--- config.mk ---
export PLATFORM = sky130hd
export DESIGN_NAME = nic_irq_regs
export DESIGN_NICKNAME = d
export VERILOG_FILES = /design/src/rtl/nic_irq_pkg.sv /design/src/rtl/nic_evt_latch.sv /design/src/rtl/nic_coll_count.sv /design/src/rtl/nic_isr.sv /design/src/rtl/nic_irq_regs.sv
export SDC_FILE = /design/constraint.sdc
export NUM_CORES = 1
export LEC_CHECK = 0
export BUFFER_PORTS_ARGS = -buffer_cell sky130_fd_sc_hd__buf_2
export CAP_MARGIN = 20
export CORE_MARGIN = 5
export CORE_UTILIZATION = 55
export CTS_CLUSTER_DIAMETER = 50
export CTS_CLUSTER_SIZE = 16
export DETAILED_ROUTE_END_ITERATION = 6
export GPL_ROUTABILITY_DRIVEN = 0
export HOLD_SLACK_MARGIN = 0.02
export MAX_ROUTING_LAYER = met4
export PLACE_DENSITY = 0.84
export SYNTH_ARGS = -nofsm -noshare
export SYNTH_HDL_FRONTEND = slang
export SYNTH_HIERARCHICAL = 1
export SYNTH_SLANG_ARGS = --single-unit
--- constraint.sdc ---
create_clock -name clk -period 3.5 [get_ports clk]
set_clock_uncertainty 0.1 [all_clocks]
set_input_delay 0.525 -clock clk [delete_from_list [all_inputs] [get_ports clk]]
set_output_delay 0.525 -clock clk [all_outputs]
set_load 0.05 [all_outputs]
--- src/rtl/nic_irq_pkg.sv ---
package nic_irq_pkg;
  localparam int OFS_TXSTAT  = 'h00;
  localparam int OFS_TXMASK  = 'h01;
  localparam int OFS_RXSTAT  = 'h02;
  localparam int OFS_RXMASK  = 'h03;
  localparam int OFS_TXMODE  = 'h04;
  localparam int OFS_SUMMARY = 'h13;

  localparam logic [7:0] TX_VALID = 8'hFF;
  localparam logic [7:0] RX_VALID = 8'h9F;

  localparam int TXB_OK   = 7;
  localparam int TXB_COLL = 2;

  localparam int SUM_TX_N     = 0;
  localparam int SUM_RX_N     = 1;
  localparam int SUM_DMA_N    = 2;
  localparam int SUM_DMA_BUSY = 3;
  localparam int SUM_TX_BUSY  = 4;
  localparam int SUM_RX_ARMED = 5;
endpackage

--- src/rtl/nic_evt_latch.sv ---
module nic_evt_latch #(
  parameter int          W     = 8,
  parameter logic [W-1:0] VALID = '1
) (
  input  logic         clk,
  input  logic         rst_n,
  input  logic [W-1:0] evt,
  input  logic         clr_we,
  input  logic         mask_we,
  input  logic [W-1:0] wdata,
  output logic [W-1:0] stat,
  output logic [W-1:0] mask,
  output logic         hit
);
  logic [W-1:0] stat_q;
  logic [W-1:0] mask_q;

  for (genvar i = 0; i < W; i++) begin : g_bit
    if (VALID[i]) begin : g_live
      logic s_q, s_d, s_en;
      logic m_q;

      always_comb begin
        s_en = evt[i] | (clr_we & wdata[i]);
        s_d  = s_q;
        if (clr_we && wdata[i]) s_d = 1'b0;
        if (evt[i])             s_d = 1'b1;
      end

      always_ff @(posedge clk or negedge rst_n) begin
        if (!rst_n)    s_q <= 1'b0;
        else if (s_en) s_q <= s_d;
      end

      always_ff @(posedge clk or negedge rst_n) begin
        if (!rst_n)       m_q <= 1'b0;
        else if (mask_we) m_q <= wdata[i];
      end

      assign stat_q[i] = s_q;
      assign mask_q[i] = m_q;
    end else begin : g_dead
      assign stat_q[i] = 1'b0;
      assign mask_q[i] = 1'b0;
    end
  end

  logic unused_dead;
  assign unused_dead = ^((evt | wdata) & ~VALID);

  assign stat = stat_q;
  assign mask = mask_q;
  assign hit  = |(stat_q & mask_q);

  assert_evt_sets_R4: assert property (@(posedge clk) disable iff (!rst_n)
    (|(evt & VALID)) |=> ((stat & $past(evt & VALID)) == $past(evt & VALID)));

  assert_w1c_R3: assert property (@(posedge clk) disable iff (!rst_n)
    (clr_we && (evt == '0)) |=> ((stat & $past(wdata)) == '0));

  assert_mask_wr_R5: assert property (@(posedge clk) disable iff (!rst_n)
    mask_we |=> (mask == ($past(wdata) & VALID)));
endmodule

--- src/rtl/nic_coll_count.sv ---
module nic_coll_count #(
  parameter int CW = 4
) (
  input  logic          clk,
  input  logic          rst_n,
  input  logic          coll,
  input  logic          sent_ok,
  output logic [CW-1:0] cnt
);
  localparam logic [CW-1:0] CMAX = '1;

  logic [CW-1:0] cnt_q, cnt_d;
  logic          cnt_en;

  always_comb begin
    cnt_en = coll | sent_ok;
    if (sent_ok)           cnt_d = '0;
    else if (cnt_q == CMAX) cnt_d = CMAX;
    else                   cnt_d = cnt_q + 1'b1;
  end

  always_ff @(posedge clk or negedge rst_n) begin
    if (!rst_n)      cnt_q <= '0;
    else if (cnt_en) cnt_q <= cnt_d;
  end

  assign cnt = cnt_q;

  assert_coll_sat_R9: assert property (@(posedge clk) disable iff (!rst_n)
    (cnt == CMAX && coll && !sent_ok) |=> (cnt == CMAX));

  assert_coll_clr_R9: assert property (@(posedge clk) disable iff (!rst_n)
    sent_ok |=> (cnt == '0));

  assert_coll_step_R9: assert property (@(posedge clk) disable iff (!rst_n)
    (!coll && !sent_ok) |=> $stable(cnt));
endmodule

--- src/rtl/nic_isr.sv ---
module nic_isr
  import nic_irq_pkg::*;
#(
  parameter int DW = 8
) (
  input  logic          clk,
  input  logic          rst_n,
  input  logic          tx_hit,
  input  logic          rx_hit,
  input  logic          dma_evt,
  input  logic          dma_clr_we,
  input  logic          rx_armed,
  input  logic          tx_busy,
  input  logic          dma_busy,
  output logic [DW-1:0] sum,
  output logic          dma_pend
);
  logic pend_q, pend_d, pend_en;

  always_comb begin
    pend_en = dma_evt | dma_clr_we;
    pend_d  = dma_evt;
  end

  always_ff @(posedge clk or negedge rst_n) begin
    if (!rst_n)       pend_q <= 1'b0;
    else if (pend_en) pend_q <= pend_d;
  end

  always_comb begin
    sum               = '0;
    sum[SUM_TX_N]     = ~tx_hit;
    sum[SUM_RX_N]     = ~rx_hit;
    sum[SUM_DMA_N]    = ~pend_q;
    sum[SUM_DMA_BUSY] = dma_busy;
    sum[SUM_TX_BUSY]  = tx_busy;
    sum[SUM_RX_ARMED] = rx_armed;
  end

  assign dma_pend = pend_q;

  assert_dma_hold_R8: assert property (@(posedge clk) disable iff (!rst_n)
    (pend_q && !dma_clr_we) |=> pend_q);

  assert_dma_set_R8: assert property (@(posedge clk) disable iff (!rst_n)
    dma_evt |=> pend_q);
endmodule

--- src/rtl/nic_irq_regs.sv ---
module nic_irq_regs
  import nic_irq_pkg::*;
#(
  parameter int DW = 8,
  parameter int AW = 5,
  parameter int CW = 4
) (
  input  logic             clk,
  input  logic             rst_n,
  input  logic [AW-1:0]    reg_addr,
  input  logic             reg_wr,
  input  logic             reg_rd,
  input  logic [DW-1:0]    reg_wdata,
  output logic [DW-1:0]    reg_rdata,
  input  logic [DW-1:0]    tx_evt,
  input  logic [DW-1:0]    rx_evt,
  input  logic             dma_done_evt,
  input  logic             rx_armed,
  input  logic             tx_busy,
  input  logic             dma_busy,
  output logic [DW-CW-1:0] tx_mode_ctl,
  output logic             irq
);
  localparam int MW = DW - CW;

  logic sel_txstat, sel_txmask, sel_rxstat, sel_rxmask, sel_txmode, sel_sum;

  always_comb begin
    sel_txstat = (reg_addr == AW'(OFS_TXSTAT));
    sel_txmask = (reg_addr == AW'(OFS_TXMASK));
    sel_rxstat = (reg_addr == AW'(OFS_RXSTAT));
    sel_rxmask = (reg_addr == AW'(OFS_RXMASK));
    sel_txmode = (reg_addr == AW'(OFS_TXMODE));
    sel_sum    = (reg_addr == AW'(OFS_SUMMARY));
  end

  logic [DW-1:0] tx_stat, tx_mask, rx_stat, rx_mask, sum_byte;
  logic          tx_hit, rx_hit, dma_pend;
  logic [CW-1:0] coll_cnt;

  nic_evt_latch #(.W(DW), .VALID(DW'(TX_VALID))) u_tx_latch (
    .clk     (clk),
    .rst_n   (rst_n),
    .evt     (tx_evt),
    .clr_we  (reg_wr & sel_txstat),
    .mask_we (reg_wr & sel_txmask),
    .wdata   (reg_wdata),
    .stat    (tx_stat),
    .mask    (tx_mask),
    .hit     (tx_hit)
  );

  nic_evt_latch #(.W(DW), .VALID(DW'(RX_VALID))) u_rx_latch (
    .clk     (clk),
    .rst_n   (rst_n),
    .evt     (rx_evt),
    .clr_we  (reg_wr & sel_rxstat),
    .mask_we (reg_wr & sel_rxmask),
    .wdata   (reg_wdata),
    .stat    (rx_stat),
    .mask    (rx_mask),
    .hit     (rx_hit)
  );

  nic_coll_count #(.CW(CW)) u_coll (
    .clk     (clk),
    .rst_n   (rst_n),
    .coll    (tx_evt[TXB_COLL]),
    .sent_ok (tx_evt[TXB_OK]),
    .cnt     (coll_cnt)
  );

  nic_isr #(.DW(DW)) u_isr (
    .clk        (clk),
    .rst_n      (rst_n),
    .tx_hit     (tx_hit),
    .rx_hit     (rx_hit),
    .dma_evt    (dma_done_evt),
    .dma_clr_we (reg_wr & sel_sum),
    .rx_armed   (rx_armed),
    .tx_busy    (tx_busy),
    .dma_busy   (dma_busy),
    .sum        (sum_byte),
    .dma_pend   (dma_pend)
  );

  logic [MW-1:0] mode_q;
  logic          mode_en;

  always_comb mode_en = reg_wr & sel_txmode;

  always_ff @(posedge clk or negedge rst_n) begin
    if (!rst_n)       mode_q <= '0;
    else if (mode_en) mode_q <= reg_wdata[MW-1:0];
  end

  logic [DW-1:0] rd_mux, rdata_q;

  always_comb begin
    rd_mux = '0;
    if (sel_txstat) rd_mux = tx_stat;
    if (sel_txmask) rd_mux = tx_mask;
    if (sel_rxstat) rd_mux = rx_stat;
    if (sel_rxmask) rd_mux = rx_mask;
    if (sel_txmode) rd_mux = {coll_cnt, mode_q};
    if (sel_sum)    rd_mux = sum_byte;
  end

  always_ff @(posedge clk or negedge rst_n) begin
    if (!rst_n)      rdata_q <= '0;
    else if (reg_rd) rdata_q <= rd_mux;
  end

  assign reg_rdata   = rdata_q;
  assign tx_mode_ctl = mode_q;
  assign irq         = tx_hit | rx_hit | dma_pend;

  assert_rdata_hold_R11: assert property (@(posedge clk) disable iff (!rst_n)
    !reg_rd |=> $stable(reg_rdata));

  assert_irq_dma_R6: assert property (@(posedge clk) disable iff (!rst_n)
    dma_done_evt |=> irq);

  assert_mode_hold_R9: assert property (@(posedge clk) disable iff (!rst_n)
    !(reg_wr && sel_txmode) |=> $stable(tx_mode_ctl));
endmodule

==> Word level (Yosys, flattened, before mapping) <==
Cells that the tools add are included.
{ "word_totals": {"wordCells": 163, "register_bits": 45, "input_bits": 37} }
{ "classes": {"add_sub_neg": 1, "reduce_logical": 45, "bitwise_logic": 43, "n_eq_ne": 6, "mux": 36} }
{ "ops": {"columns": ["cell", "count"], "rows": [
  ["two-way mux 8 bit", 6],
  ["two-way mux 1 bit", 28],
  ["AND reduction 2 bit", 14],
  ["nonzero test 2 bit", 14],
  ["AND 1 bit", 20],
  ["bitwise OR 1 bit", 18],
  ["AND 8 bit", 2],
  ["OR reduction 8 bit", 2],
  ["logical AND 1 bit", 14],
  ["== test 5 x 2 -> 1 bit, second input constant", 2],
  ["two-way mux 4 bit", 2],
  ["== test 5 x 1 -> 1 bit, second input constant", 1],
  ["== test 5 x 3 -> 1 bit, second input constant", 1],
  ["== test 5 bit, second input constant", 1],
  ["logical NOT 5 bit", 1],
  ["adder 4 x 1 -> 4 bit, second input constant", 1],
  ["== test 4 bit, second input constant", 1],
  ["inverter 1 bit", 3]
]} }

==> Depth between registers and ports, before layout <==
{ "depth": {"word_depth": 7, "ltp_mapped": 7} }

==> Cells and area by module <==
Netlist, hierarchy kept.
{ "by_module_without_submodules": {"columns": ["mod", "cells_per_inst", "instances", "area_per_inst_um2"], "rows": [
  ["nic_irq_regs", 74, 1, 910.9],
  ["nic_evt_latch (u_tx_latch)", 63, 1, 783.3],
  ["nic_evt_latch (u_rx_latch)", 52, 1, 620.6],
  ["nic_coll_count", 18, 1, 206.4],
  ["nic_isr", 11, 1, 88.8]
]} }

==> Worst setup path before layout <==
Ideal clock, no wire load.
{ "synth_timing": {"path_kind": "input-to-reg", "from": "input reg_addr[4]", "to": "register u_rx_latch.g_bit[0].g_live.s_q", "setup_time_ps": 118, "setup_slack_ps": 1410, "n_path_buf": 1, "cell_stages": 6, "t_arrival_ps": 1872, "t_required_ps": 3282, "cell_sequence": "buf_2 nor3_2 nand2_1 nor3b_1 nand2_1 a21o_1"} }
{ "synth_via": {"elab_chain_cells": 5} }
{ "synth_lines": {"columns": ["element", "line", "rtl"], "rows": [
  ["start: declaration", "nic_irq_regs.sv:10", "input logic [AW-1:0] reg_addr,"],
  ["== test 5 x 2 -> 1 bit (*)", "nic_irq_regs.sv:31", "sel_rxstat = (reg_addr == AW'(OFS_RXSTAT));"],
  ["AND 1 bit (*)", "nic_irq_regs.sv:57", ".clr_we (reg_wr & sel_rxstat),"],
  ["AND 1 bit / logical AND 1 bit (equally long branches)", "nic_evt_latch.sv:24, nic_evt_latch.sv:26", null],
  ["bitwise OR 1 bit / nonzero test 2 bit (equally long branches)", null, null],
  ["AND reduction 2 bit (no source line) (*)", null, null],
  ["end signal: assignment", "nic_evt_latch.sv:31", "if (!rst_n) s_q <= 1'b0;"],
  ["end signal: assignment", "nic_evt_latch.sv:32", "else if (s_en) s_q <= s_d;"],
  ["end: declaration", "nic_evt_latch.sv:20", "logic s_q, s_d, s_en;"]
]} }
Every way passes the cells marked *; elsewhere a longest branch is shown, timed or not.
A chain may end at the register's enable or synchronous reset.

==> Worst setup path in the final report <==
{ "layout_timing": {"from": "register u_tx_latch.g_bit[0].g_live.s_q", "to": "output irq"} }
{ "layout_via": {"elab_chain_cells": 4} }
{ "layout_lines": {"columns": ["element", "line", "rtl"], "rows": [
  ["start: declaration", "nic_evt_latch.sv:20", null],
  ["start signal: assignment", "nic_evt_latch.sv:31", null],
  ["start signal: assignment", "nic_evt_latch.sv:32", null],
  ["AND 8 bit", "nic_evt_latch.sv:53", "assign hit = |(stat_q & mask_q);"],
  ["OR reduction 8 bit", "nic_evt_latch.sv:53", null],
  ["named net tx_hit", "nic_irq_regs.sv:38", "logic tx_hit, rx_hit, dma_pend;"],
  ["bitwise OR 1 bit (2 in a row)", "nic_irq_regs.sv:116", "assign irq = tx_hit | rx_hit | dma_pend;"],
  ["end: declaration", "nic_irq_regs.sv:22", "output logic irq"]
]} }
The timed path passes the listed nets, and every way through them passes these cells.

==> results.yml <==
outcome:
  status: "finished clean"
worst_setup_path:
  cp_max_fo: 3
  cp.required_ns: 2.87
  startpoint_type: "flop"
  critPathKind: "flop to primary output"
  worstPathArrival_ns: 1.72
  end_kind: "primary output"
logic_synthesis:
  yosys_warnings: 6
  synth_cell_types: 42
  synth_edf_count: 0
  ys_ff_latch: 45
  async_flop_share_pct: 100
  synthCells: 218
  avgSynthCellArea_um2: 12.0
  yosysSeqAreaShare_pct: 43.1
  synth_area_leaders: "dfrtp_1, buf_4, mux2_4"
  synth_top_area_share_pct: 43.1
  synth_top_area_cell: "dfrtp_1"
  syn_area_um2: 2610
  synth_flop_cell: "dfrtp_1"
power:
  p_clk_share_pct: 31.0
  internal_power_uw: 931
  total_leakage_power_nw: 1.24
  powerDensity_nw_per_um2: 468
  pwr-share-seq_pct: 47.9
  power.switching_uw: 363
  ir_drop_mv: 0.283
  p_sw_share_pct: 28.0
  combPwrFrac_pct: 21.2
grt:
  grt_max_degree: 46
  antenna_found_initial: 0
  grt-ovfl-total: 0
  grt_pass1_vias: 1760
  track_usage_pct: 19.1
  grt_pass1_wl_um: 8850
layout:
  fin_cells: 292
  drive_above_1_share_pct: 42.0
  seqCellArea_um2: 1130
  area_growth_pct: 5.90
  final_common_cell: "buf_2"
  multi_input_area_um2: 1150
  insertedDiodeCount: 0
  final_cell_mix: "buf_2, dfrtp_1, mux2_4"
  fillerInstances: 385
  nets: 275
  final_area_um2: 2760
clock_tree:
  clk_pin_slew_worst_paths_ns: 0.08
  cts_sinks: 45
  cts_setup_buffers: 0
  cts_buffer_depth: 2
  worstSkewPairLatency_ns: 0.29
  cts-buffers-inserted: 5
  cts.repair.resized: 0
  cts_tree: "yes"
  cts_max_level: 2
  root_buffer: "clkbuf_8"
  cts_hold_buf: 0
route:
  drtIter0Drc: 166
  drc_errors: 0
  via_count: 1711
  drtPass1Iterations: 4
  wl_per_cell_um: 18.2
  vias_per_cell: 5.86
  wirelength_um: 5320
  ant_nets: 0
floorplanning:
  core_um2: 4660
  die-height_um: 78.9
  die_area_um2: 6220
  die_w_um: 78.9
  rows: 25
  initial_core_util_pct: 56.0
  io_pins: 50
timing:
  worstMarginPinSlew_ns: 0.782
  slew_viol_final: 0
  slew_headroom_pct: 47.7
  grt_setup_unrepaired: "false"
  finalSetupTns_ns: 0
  min_period_ns: 2.34
  post-route-period-util_pct: 66.9
  hold_viol_final: 0
  fmax_mhz: 427
  setup_viol: 0
job:
  max_cap_violations: 0
worst_hold_path:
  hp-class: "primary input to flop"
placed_design:
  io_buffer_count: 47
  hpwl_um: 3960
  placed_cells: 282
  placed_area_um2: 2620
Yosys cell counts (all sizes together), types with 2 or more instances:
master and n:
dfrtp 45, buf 43, mux2 18, nand2 17, a21o 14, a221o 8, o221a 8, a22oi 7
nor2 6, inv 5, o21ai 5, mux2i 4, mux4 4, nor3 4, o2bb2ai 4, nand3 3
and3 2, conb 2, nor2b 2, o21bai 2
power groups by stage:
stage          registers [mW]  logic, mW  clock network (mW)
2_1_floorplan           0.676      0.182                   0
3_3_place_gp            0.625      0.265                   0
3_5_place_dp            0.629      0.270                   0
4_1_cts                 0.618      0.271               0.407
5_1_grt                 0.626      0.293               0.439
6_report                0.619      0.274               0.400
registers in the layout, summed over array words and instances (netlist names):
name                         cells
u_isr/dma_pend                   1
u_coll/cnt                       4
tx_mode_ctl                      4
u_rx_latch/g_bit.g_live.m_q      6
reg_rdata                        8
u_tx_latch/g_bit.g_live.m_q      8
u_tx_latch/g_bit.g_live.s_q      8
u_rx_latch/g_bit.g_live.s_q      6
final cells by class:
| class | count | share of cell area (%) |
|---|---|---|
| Tap cell | 54 | 2.44 |
| Timing Repair Buffer | 52 | 10.4 |
| Inverter | 5 | 0.679 |
| Sequential cell | 45 | 40.7 |
| Clock buffer | 7 | 3.12 |
| Clock inverter | 1 | 1.09 |
| Multi-Input combinational cell | 128 | 41.5 |
critical path: stages, from the launching register on:
cell and delay, ns:
dfrtp_1 0.42, a22oi_1 0.23, nand4_1 0.18, or3_1 0.37, buf_2 0.22
kinds of logic (layout without fill, tap and decap cells):
group                    after synthesis  count (layout)  synth area share (%)
AO/OA/AOI/OAI                         53              53                  17.5
adder cells (fa/ha/maj)                1               1                 0.479
buffers and inverters                 49              65                  13.5
flip-flops                            45              45                  43.1
multiplexers                          26              26                  15.8
other                                  2               6                 0.288
AND/OR/NAND/NOR                       42              42                  9.35
per-stage QoR:
| stage | utilization (%) | worst slack, ns | hold WS (ns) | total power [mW] |
|---|---|---|---|---|
| 4_1_cts | 58.7 | 1.16 | 0.298 | 1.30 |
| 2_1_floorplan | - | 1.41 | 0.129 | 0.858 |
| 3_3_place_gp | 56.2 | 1.13 | 0.393 | 0.890 |
| 5_1_grt | 59.3 | 1.10 | 0.287 | 1.36 |
| 6_report | 59.3 | 1.16 | 0.301 | 1.29 |
| 3_5_place_dp | 56.2 | 1.12 | 0.393 | 0.898 |
layer usage:
layer | up-vias | global-route usage, % | wire [um] | share of wire [%]
li1 | 809 | - | - | -
met1 | 836 | 25.0 | 2380 | 45
met2 | 55 | 28.8 | 2540 | 48
met3 | 11 | 5.44 | 304 | 5.7
met4 | 0 | 6.19 | 87 | 1.6
met5 | - | - | 0 | 0
final timing paths:
| path | startpoint | slack, ns | endpoint | cells after the start |
|---|---|---|---|---|
| max in group asynchronous | rst_n | 2.43 | reg_rdata[0] | 3 |
| min | rx_evt[4] | 0.30 | u_rx_latch/g_bit[4].g_live.s_q | 2 |
| max reg2reg | u_rx_latch/g_bit[4].g_live.s_q | 1.87 | reg_rdata[4] | 3 |
| min reg2reg | u_tx_latch/g_bit[4].g_live.s_q | 0.41 | u_tx_latch/g_bit[4].g_live.s_q | 1 |
| min in group asynchronous | rst_n | 0.45 | u_tx_latch/g_bit[0].g_live.s_q | 2 |
| max | u_tx_latch/g_bit[0].g_live.s_q | 1.16 | irq | 4 |
No activity file was read; power rests on OpenSTA's default activity.
